$ cat src/rtl/iface_reset_pkg.sv
package iface_reset_pkg;

  typedef enum logic [2:0] {
    ST_ACTIVE    = 3'd0,
    ST_ABORTING  = 3'd1,
    ST_DRAINED   = 3'd2,
    ST_RESTORING = 3'd3,
    ST_DISABLED  = 3'd4
  } ifState_e;

  // strobes from the control FSMs to the datapath
  typedef struct packed {
    logic valid;   // one interface is reloaded this cycle
    logic useNew;  // reload takes the new configuration
  } restoreStrobe_t;

endpackage

$ cat src/rtl/iface_reset_pick.sv
module iface_reset_pick #(
  parameter int N  = 8,
  localparam int IW = (N > 1) ? $clog2(N) : 1
) (
  input  logic [N-1:0]  req,
  output logic          anyReq,
  output logic [IW-1:0] pickIdx
);
  // lowest index wins
  always_comb begin
    anyReq  = 1'b0;
    pickIdx = '0;
    for (int i = N - 1; i >= 0; i--) begin
      if (req[i]) begin
        anyReq  = 1'b1;
        pickIdx = IW'(i);
      end
    end
  end
endmodule

$ cat src/rtl/iface_reset_fsm.sv
module iface_reset_fsm
  import iface_reset_pkg::*;
#(
  parameter int N  = 8,
  localparam int IW = (N > 1) ? $clog2(N) : 1
) (
  input  logic           clk,
  input  logic           rstN,
  input  logic [N-1:0]   rstHit,
  input  logic [N-1:0]   enHit,
  input  logic [N-1:0]   flrHit,
  input  logic           newSel,
  input  logic [N-1:0]   drained,
  output logic [N-1:0]   ifEnable,
  output logic [N-1:0]   ifAbort,
  output restoreStrobe_t strobe,
  output logic [IW-1:0]  restoreIdx
);
  ifState_e   st [N];
  logic [N-1:0] pendNew;
  logic [N-1:0] restoreReady;
  logic [N-1:0] grant;
  logic         anyRestore;
  logic [IW-1:0] pickIdx;

  genvar g;
  generate
    for (g = 0; g < N; g++) begin : gOut
      assign restoreReady[g] = (st[g] == ST_RESTORING) && !flrHit[g];
      assign ifEnable[g]     = (st[g] == ST_ACTIVE);
      assign ifAbort[g]      = (st[g] != ST_ACTIVE);
      assign grant[g]        = anyRestore && (pickIdx == IW'(g));
    end
  endgenerate

  iface_reset_pick #(.N(N)) uPick (
    .req    (restoreReady),
    .anyReq (anyRestore),
    .pickIdx(pickIdx)
  );

  assign strobe.valid  = anyRestore;
  assign strobe.useNew = anyRestore && pendNew[pickIdx];
  assign restoreIdx    = pickIdx;

  always_ff @(posedge clk) begin
    if (!rstN) begin
      for (int i = 0; i < N; i++) st[i] <= ST_DISABLED;
      pendNew <= '0;
    end else begin
      for (int i = 0; i < N; i++) begin
        if (flrHit[i]) begin
          st[i]      <= ST_DISABLED;
          pendNew[i] <= 1'b0;
        end else begin
          unique case (st[i])
            ST_ACTIVE: if (rstHit[i]) begin
              st[i]      <= ST_ABORTING;
              pendNew[i] <= newSel;
            end
            ST_ABORTING: begin
              if (rstHit[i]) pendNew[i] <= pendNew[i] | newSel;
              if (drained[i]) st[i] <= ST_DRAINED;
            end
            ST_DRAINED: begin
              if (rstHit[i]) pendNew[i] <= pendNew[i] | newSel;
              st[i] <= ST_RESTORING;
            end
            ST_RESTORING: begin
              if (grant[i]) begin
                st[i]      <= ST_ACTIVE;
                pendNew[i] <= 1'b0;
              end else if (rstHit[i]) begin
                pendNew[i] <= pendNew[i] | newSel;
              end
            end
            ST_DISABLED: if (enHit[i]) begin
              st[i]      <= ST_ABORTING;
              pendNew[i] <= newSel;
            end
            default: st[i] <= ST_DISABLED;
          endcase
        end
      end
    end
  end
endmodule

$ cat src/rtl/iface_reset_dp.sv
module iface_reset_dp
  import iface_reset_pkg::*;
#(
  parameter int N  = 8,
  localparam int IW = (N > 1) ? $clog2(N) : 1,
  localparam int CW = $clog2(N + 1)
) (
  input  logic           clk,
  input  logic           rstN,
  input  logic           reqValid,
  input  logic           reqOp,
  input  logic [IW-1:0]  reqIdx,
  input  logic           reqNewCfg,
  input  logic           flrReq,
  input  logic [CW-1:0]  advCount,
  input  restoreStrobe_t strobe,
  input  logic [IW-1:0]  restoreIdx,
  output logic [N-1:0]   rstHit,
  output logic [N-1:0]   enHit,
  output logic [N-1:0]   flrHit,
  output logic           newSel,
  output logic [N-1:0]   ifClear,
  output logic           clearNew,
  output logic           doneValid,
  output logic [IW-1:0]  doneIdx
);
  logic acceptReq;
  assign acceptReq = reqValid && !flrReq;
  assign newSel    = reqNewCfg;

  genvar g;
  generate
    for (g = 0; g < N; g++) begin : gDec
      assign rstHit[g]  = acceptReq && !reqOp && (reqIdx == IW'(g));
      assign enHit[g]   = acceptReq &&  reqOp && (reqIdx == IW'(g));
      assign flrHit[g]  = flrReq && (CW'(g) < advCount);
      assign ifClear[g] = strobe.valid && (restoreIdx == IW'(g));
    end
  endgenerate

  assign clearNew = strobe.valid && strobe.useNew;

  always_ff @(posedge clk) begin
    if (!rstN) begin
      doneValid <= 1'b0;
      doneIdx   <= '0;
    end else begin
      doneValid <= strobe.valid;
      if (strobe.valid) doneIdx <= restoreIdx;
    end
  end
endmodule

$ cat src/rtl/iface_reset_ctrl.sv
module iface_reset_ctrl
  import iface_reset_pkg::*;
#(
  parameter int N  = 8,
  localparam int IW = (N > 1) ? $clog2(N) : 1,
  localparam int CW = $clog2(N + 1)
) (
  input  logic          clk,
  input  logic          rstN,
  input  logic          reqValid,
  input  logic          reqOp,
  input  logic [IW-1:0] reqIdx,
  input  logic          reqNewCfg,
  input  logic          flrReq,
  input  logic [CW-1:0] advCount,
  input  logic [N-1:0]  drained,
  output logic [N-1:0]  ifEnable,
  output logic [N-1:0]  ifAbort,
  output logic [N-1:0]  ifClear,
  output logic          clearNew,
  output logic          doneValid,
  output logic [IW-1:0] doneIdx
);
  logic [N-1:0]   rstHit, enHit, flrHit;
  logic           newSel;
  restoreStrobe_t strobe;
  logic [IW-1:0]  restoreIdx;

  iface_reset_dp #(.N(N)) uDp (
    .clk, .rstN, .reqValid, .reqOp, .reqIdx, .reqNewCfg, .flrReq, .advCount,
    .strobe, .restoreIdx, .rstHit, .enHit, .flrHit, .newSel,
    .ifClear, .clearNew, .doneValid, .doneIdx
  );

  iface_reset_fsm #(.N(N)) uFsm (
    .clk, .rstN, .rstHit, .enHit, .flrHit, .newSel, .drained,
    .ifEnable, .ifAbort, .strobe, .restoreIdx
  );
endmodule

$ cat config.mk
export PLATFORM = sky130hd
export DESIGN_NAME = iface_reset_ctrl
export DESIGN_NICKNAME = d
export VERILOG_FILES = /design/src/rtl/iface_reset_pkg.sv /design/src/rtl/iface_reset_pick.sv /design/src/rtl/iface_reset_fsm.sv /design/src/rtl/iface_reset_dp.sv /design/src/rtl/iface_reset_ctrl.sv
export SDC_FILE = /design/constraint.sdc
export NUM_CORES = 1
export LEC_CHECK = 0
export ABC_AREA = 1
export BUFFER_PORTS_ARGS = -buffer_cell sky130_fd_sc_hd__buf_2
export CAP_MARGIN = 20
export CORE_ASPECT_RATIO = 1.5
export CORE_UTILIZATION = 50
export DETAILED_ROUTE_END_ITERATION = 8
export GPL_TIMING_DRIVEN = 0
export PLACE_DENSITY = 0.72
export SLEW_MARGIN = 20
export SYNTH_ARGS = -nofsm -noshare
export SYNTH_HDL_FRONTEND = slang
export SYNTH_SLANG_ARGS = --single-unit
$ cat constraint.sdc
create_clock -name clk -period 2.73 [get_ports clk]
set_clock_uncertainty 0.05 [all_clocks]
set_input_delay 0.4095 -clock clk [delete_from_list [all_inputs] [get_ports clk]]
set_output_delay 0.4095 -clock clk [all_outputs]
set_load 0.05 [all_outputs]
* Yosys cells after proc, flatten, opt, wreduce, memory -nomap -nowiden *
Memory sizes are Yosys's and may differ from the RTL's.
Cells that the tools add are included.

word-level totals
  flip-flop bits (word level) = 12
  bits in writable memories = 24
  input port bits = 21
  output and inout port bits = 29
  word-level logic and storage cells = 623
  memories = 1

cells by class
  magnitude comparators = 9
  equal/unequal tests = 62
  multiplexer cells = 363
  bitwise operators = 65
  reductions and logical operators = 113

memories
  memory   depth  bits a word  read ports  clocked after memory_dff  write ports  RTL line               RTL
  uFsm.st  8      3            8           0                         8            iface_reset_fsm.sv:19  ifState_e st [N];

operator list
  cell                  count
  $mux W1               290
  $mux W3               64
  $or A1 B1 Y1          64
  $eq A3 B2 Y1 const B  20
  $eq A3 B3 Y1 const B  16
  $logic_and A1 B1 Y1   45
  $reduce_or A5 Y1      8
  $pmux W1 S4           8
  $reduce_bool A4 Y1    8
  $reduce_or A2 Y1      16
  $eq A3 B1 Y1 const B  10
  $logic_not A3 Y1      10
  $reduce_and A3 Y1     8
  $reduce_bool A3 Y1    8
  $lt A3 B4 Y1 const A  4
  $ne A2 B1 Y1 const B  8
  $ne A2 B2 Y1 const B  8
  $logic_not A1 Y1      10
  $lt A1 B4 Y1 const A  2
  $lt A2 B4 Y1 const A  2
  $lt A3 B4 Y1 const B  1
  $bmux W1 S3           1
  $not A1 Y1            1

* Logic depth before layout (Yosys ltp) *
  depth in word-level cells = 22
  gate-level depth with buffers = 15
  gate-level depth less buffers = 15

* By module *
Synthesis repeated with hierarchy kept, for this count alone.

unflattened totals
  cells, all modules = 561
  area total of the unflattened synthesis = 3304.4 µm²

modules (own cells, without submodules)
  module            instances  cells each  area an instance (µm²)  sequential area each (µm²)
  iface_reset_fsm   1          453         2761.4                  880.8
  iface_reset_dp    1          86          444.2                   80.1
  iface_reset_pick  1          22          98.8                    0.0

* Worst setup path before layout *
Ideal clock, no wire load.

  path type = register to register
  start point = mem uFsm.st[0][16] in the netlist's numbering
  end point = mem uFsm.st[0][15] in the netlist's numbering, enable pin
  setup time = 0.309 ns
  data arrival time = 2.471 ns
  required time = 2.371 ns
  path slack = -0.099 ns
  stages on the path, launching flop included = 10
  buffers on the path = 0
  period minus slack after synthesis = 2.829 ns
  path through = edfxtp_1 -> nor2_1 -> inv_1 -> nor2_1 -> inv_1 -> nor4_1 -> inv_1 -> nand3_1 -> inv_1 -> nand4_1

RTL lines
  element             RTL line
  start: declaration  iface_reset_fsm.sv:19

==> reports/qor.yml <==
detailed_routing:
  vias: 3261
  dr.first_iter.drc_count: 232
  routed_wirelength_um: 8110
  viasPerCell: 5.56
  antenna_left: 0
  wire_per_inst_um: 13.8
  drc: 0
  drt_pass1_iterations: 7
clocking:
  clockBufferDepth: 2
  cts_tree: "done"
  worstSkewPairLatency_ns: 0.29
  cts_hold_buf: 0
  cts-root-buf: "clkbuf_8"
  cts.sinks: 36
  cts_made_buffers: 5
  cts-htree-levels: 2
  clk_pin_slew_ns: 0.08
finish:
  diodes: 0
  multi_input_area_um2: 1620
  nNetsFinal: 536
  utilization_pct: 63.2
  fillCellCount: 515
  final-instance-count-excl-fill: 586
  syn_to_final_growth_pct: 20.3
  final-seq-area_um2: 961
  drive_above_1_share_pct: 20.7
setup_path:
  critPathKind: "reg2out"
  r2r_cells: 9
  r2r_start: "uFsm.st[0][23]$_SDFFCE_PP1P_"
  critPathCaptureType: "output pin"
  rrSetupSlack_ns: 0.52
  cp-start-kind: "flop"
  critical_path_arrival_ns: 2.18
  critPathMaxFanout: 5
  timing.rr.end: "uFsm.st[0][23]$_SDFFCE_PP1P_"
  cp_data_required_time_ns: 2.27
floorplan:
  initial_core_util_pct: 52.5
  rows: 33
  core-area_um2: 5490
  dieArea_um2: 6080
  fp.dieH_um: 95.0
  die_w_um: 64.0
  io_pins: 50
timing:
  finalCritPeriodShare_pct: 96.9
  hold_violations: 0
  period_minus_slack_ns: 2.64
  max_slew_margin_pct: 54.3
  grt_setup_unrepaired: "true"
  setup_viol: 0
  slew_viol_final: 0
  worst_pin_slew_ns: 0.685
  fmax_mhz: 378
logic_synthesis:
  yosysWarningCount: 0
  synth_top_area_share_pct: 25.0
  synth-edff-count: 24
  syn_area_um2: 2880
  synth_top_cells_by_count: "inv_1, nor2_1, nand2_1"
  synth.distinct_cells: 34
  syn_area_per_cell_um2: 6.42
  synthTopCellsByArea: "edfxtp_1, inv_1, nor2_1"
  synthCells: 449
  synth.most_common_cell: "inv_1"
  syn_nets: 470
  synth_seq_cells: 36
  seq_area_frac_synth_pct: 33.3
  async_reset_ff_share_pct: 0
  synthFlopType: "edfxtp_1"
  yosys.area.top_type: "edfxtp_1"
flow_run:
  max_cap_viol_count: 0
pwr:
  ir_drop_v: 0.000254
  p_per_area_nw_per_um2: 345
  leakagePower_nw: 1.70
  total_power_mw: 1.20
min_path:
  worstHoldStart: "drained[3]"
  min_to: "uFsm.st[0][10]$_SDFFCE_PP0P_"
  whs_path_depth: 3
  hold_class: "in2reg"
placement:
  post-place-cells: 566
  numPortBuffers: 47
  place.gp.congestion: 0.922
  hpwl_um: 6110
run_status:
  status: "finished clean"
grt:
  grt_pass1_vias: 2958
  grt_max_degree: 12
  grt-ovfl-total: 0
  grt_first_pass_wirelength_um: 12900
  antenna_found_initial: 0
  track_usage_pct: 27.4
metrics by stage:
stage | setup TNS (ns) | cell area [µm²] | worst slack (ns) | hold slack (ns)
6_report | 0 | 3470 | 0.0857 | 0.391
5_1_grt | -0.0192 | 3470 | -0.0124 | 0.413
4_1_cts | 0 | 3300 | 0.00161 | 0.384
3_5_place_dp | 0 | 3210 | 0.147 | 0.405
3_3_place_gp | 0 | 3210 | 0.171 | 0.401
2_1_floorplan | 0 | 2890 | 0.0250 | 0.461
registers in the layout, indices dropped and copies added (netlist names):
register       flops
uDp.doneValid      1
uFsm.st           24
uFsm.pendNew       8
uDp.doneIdx        3
report_power, final:
| group | switching (mW) | leakage [nW] | total, mW | internal [mW] |
|---|---|---|---|---|
| logic | 0.126 | 1.32 | 0.173 | 0.0468 |
| clock network | 0.202 | 0.0445 | 0.408 | 0.205 |
| registers | 0.0167 | 0.338 | 0.618 | 0.601 |
how the worst max path moves through the flow:
| stage | from | slack [ns] | end |
|---|---|---|---|
| after floorplan | uFsm.st[0][0]$_SDFFCE_PP0P_ | 0.02 | uFsm.st[0][0]$_SDFFCE_PP0P_ |
| after global placement | flrReq | 0.17 | clearNew |
| after detailed placement | flrReq | 0.15 | clearNew |
| after CTS | uFsm.st[0][17]$_SDFFCE_PP1P_ | 0.002 | clearNew |
| after global routing | uFsm.st[0][17]$_SDFFCE_PP1P_ | -0.01 | clearNew |
| final | uFsm.st[0][23]$_SDFFCE_PP1P_ | 0.09 | clearNew |
cell usage in the layout (no fill, tap or decap), types with 2 or more instances in the layout:
cell / n
nand2_1: 65
dfxtp_1: 12
inv_2: 9
nand4_2: 2
nor2_4: 3
nand4_1: 21
nand3_1: 46
o21ai_0: 13
a31oi_1: 4
o21ai_1: 2
nor2_2: 4
buf_4: 12
nor2_1: 74
nand2_4: 7
clkbuf_1: 4
nand3_2: 2
o21a_1: 5
nor4_1: 4
clkbuf_8: 6
buf_2: 45
a21oi_1: 24
nor3_1: 18
nand2_2: 8
edfxtp_1: 24
nor3_2: 2
inv_1: 82
o22ai_1: 3
worst max-delay path, stage by stage, from the launching register on:
cell and delay (ns):
edfxtp_1 0.48, inv_2 0.15, nand3_2 0.11, nor2_1 0.10, nand2_1 0.06, nand2_1 0.08, nand2_2 0.07, nand2_4 0.09
nand2_4 0.08, buf_6 0.14, nand3_1 0.07, nand2_1 0.05, nor2_1 0.08, nand3_1 0.08, nand2_2 0.10, buf_8 0.15
cells by family (layout without fill, tap and decap cells):
kind of cell	after synthesis	count (layout)	synth area share [%]
AND/OR/NAND/NOR	256	257	41.5
flip-flops	36	36	33.3
AO/OA/AOI/OAI	60	60	12.4
buffers and inverters	97	163	12.7
layout make-up:
type | instances | area share (%)
plain buffers | 5 | 0.613
flip-flops and latches | 36 | 27.7
inverters | 92 | 9.96
repair buffers | 58 | 9.78
clock inverters | 1 | 0.216
multi-input cells | 317 | 46.7
clock buffers | 7 | 2.49
well taps | 70 | 2.53
what timing repair did:
action | in CTS | in global routing
pin swaps | 0 | 12
gates resized for setup | 1 | 25
setup buffers | 0 | 11
gates cloned | 0 | 1
setup endpoints to repair | 1 | 8
routing by layer:
layer / wire, µm / part of all wire (%) / global-route usage [%]
met1: 3230 / 40 / 29.5
met5: 0 / 0 / 0
met4: 370 / 4.6 / 16.1
met3: 401 / 4.9 / 3.62
met2: 4100 / 51 / 50.4
(Power assumes the default switching activity.)
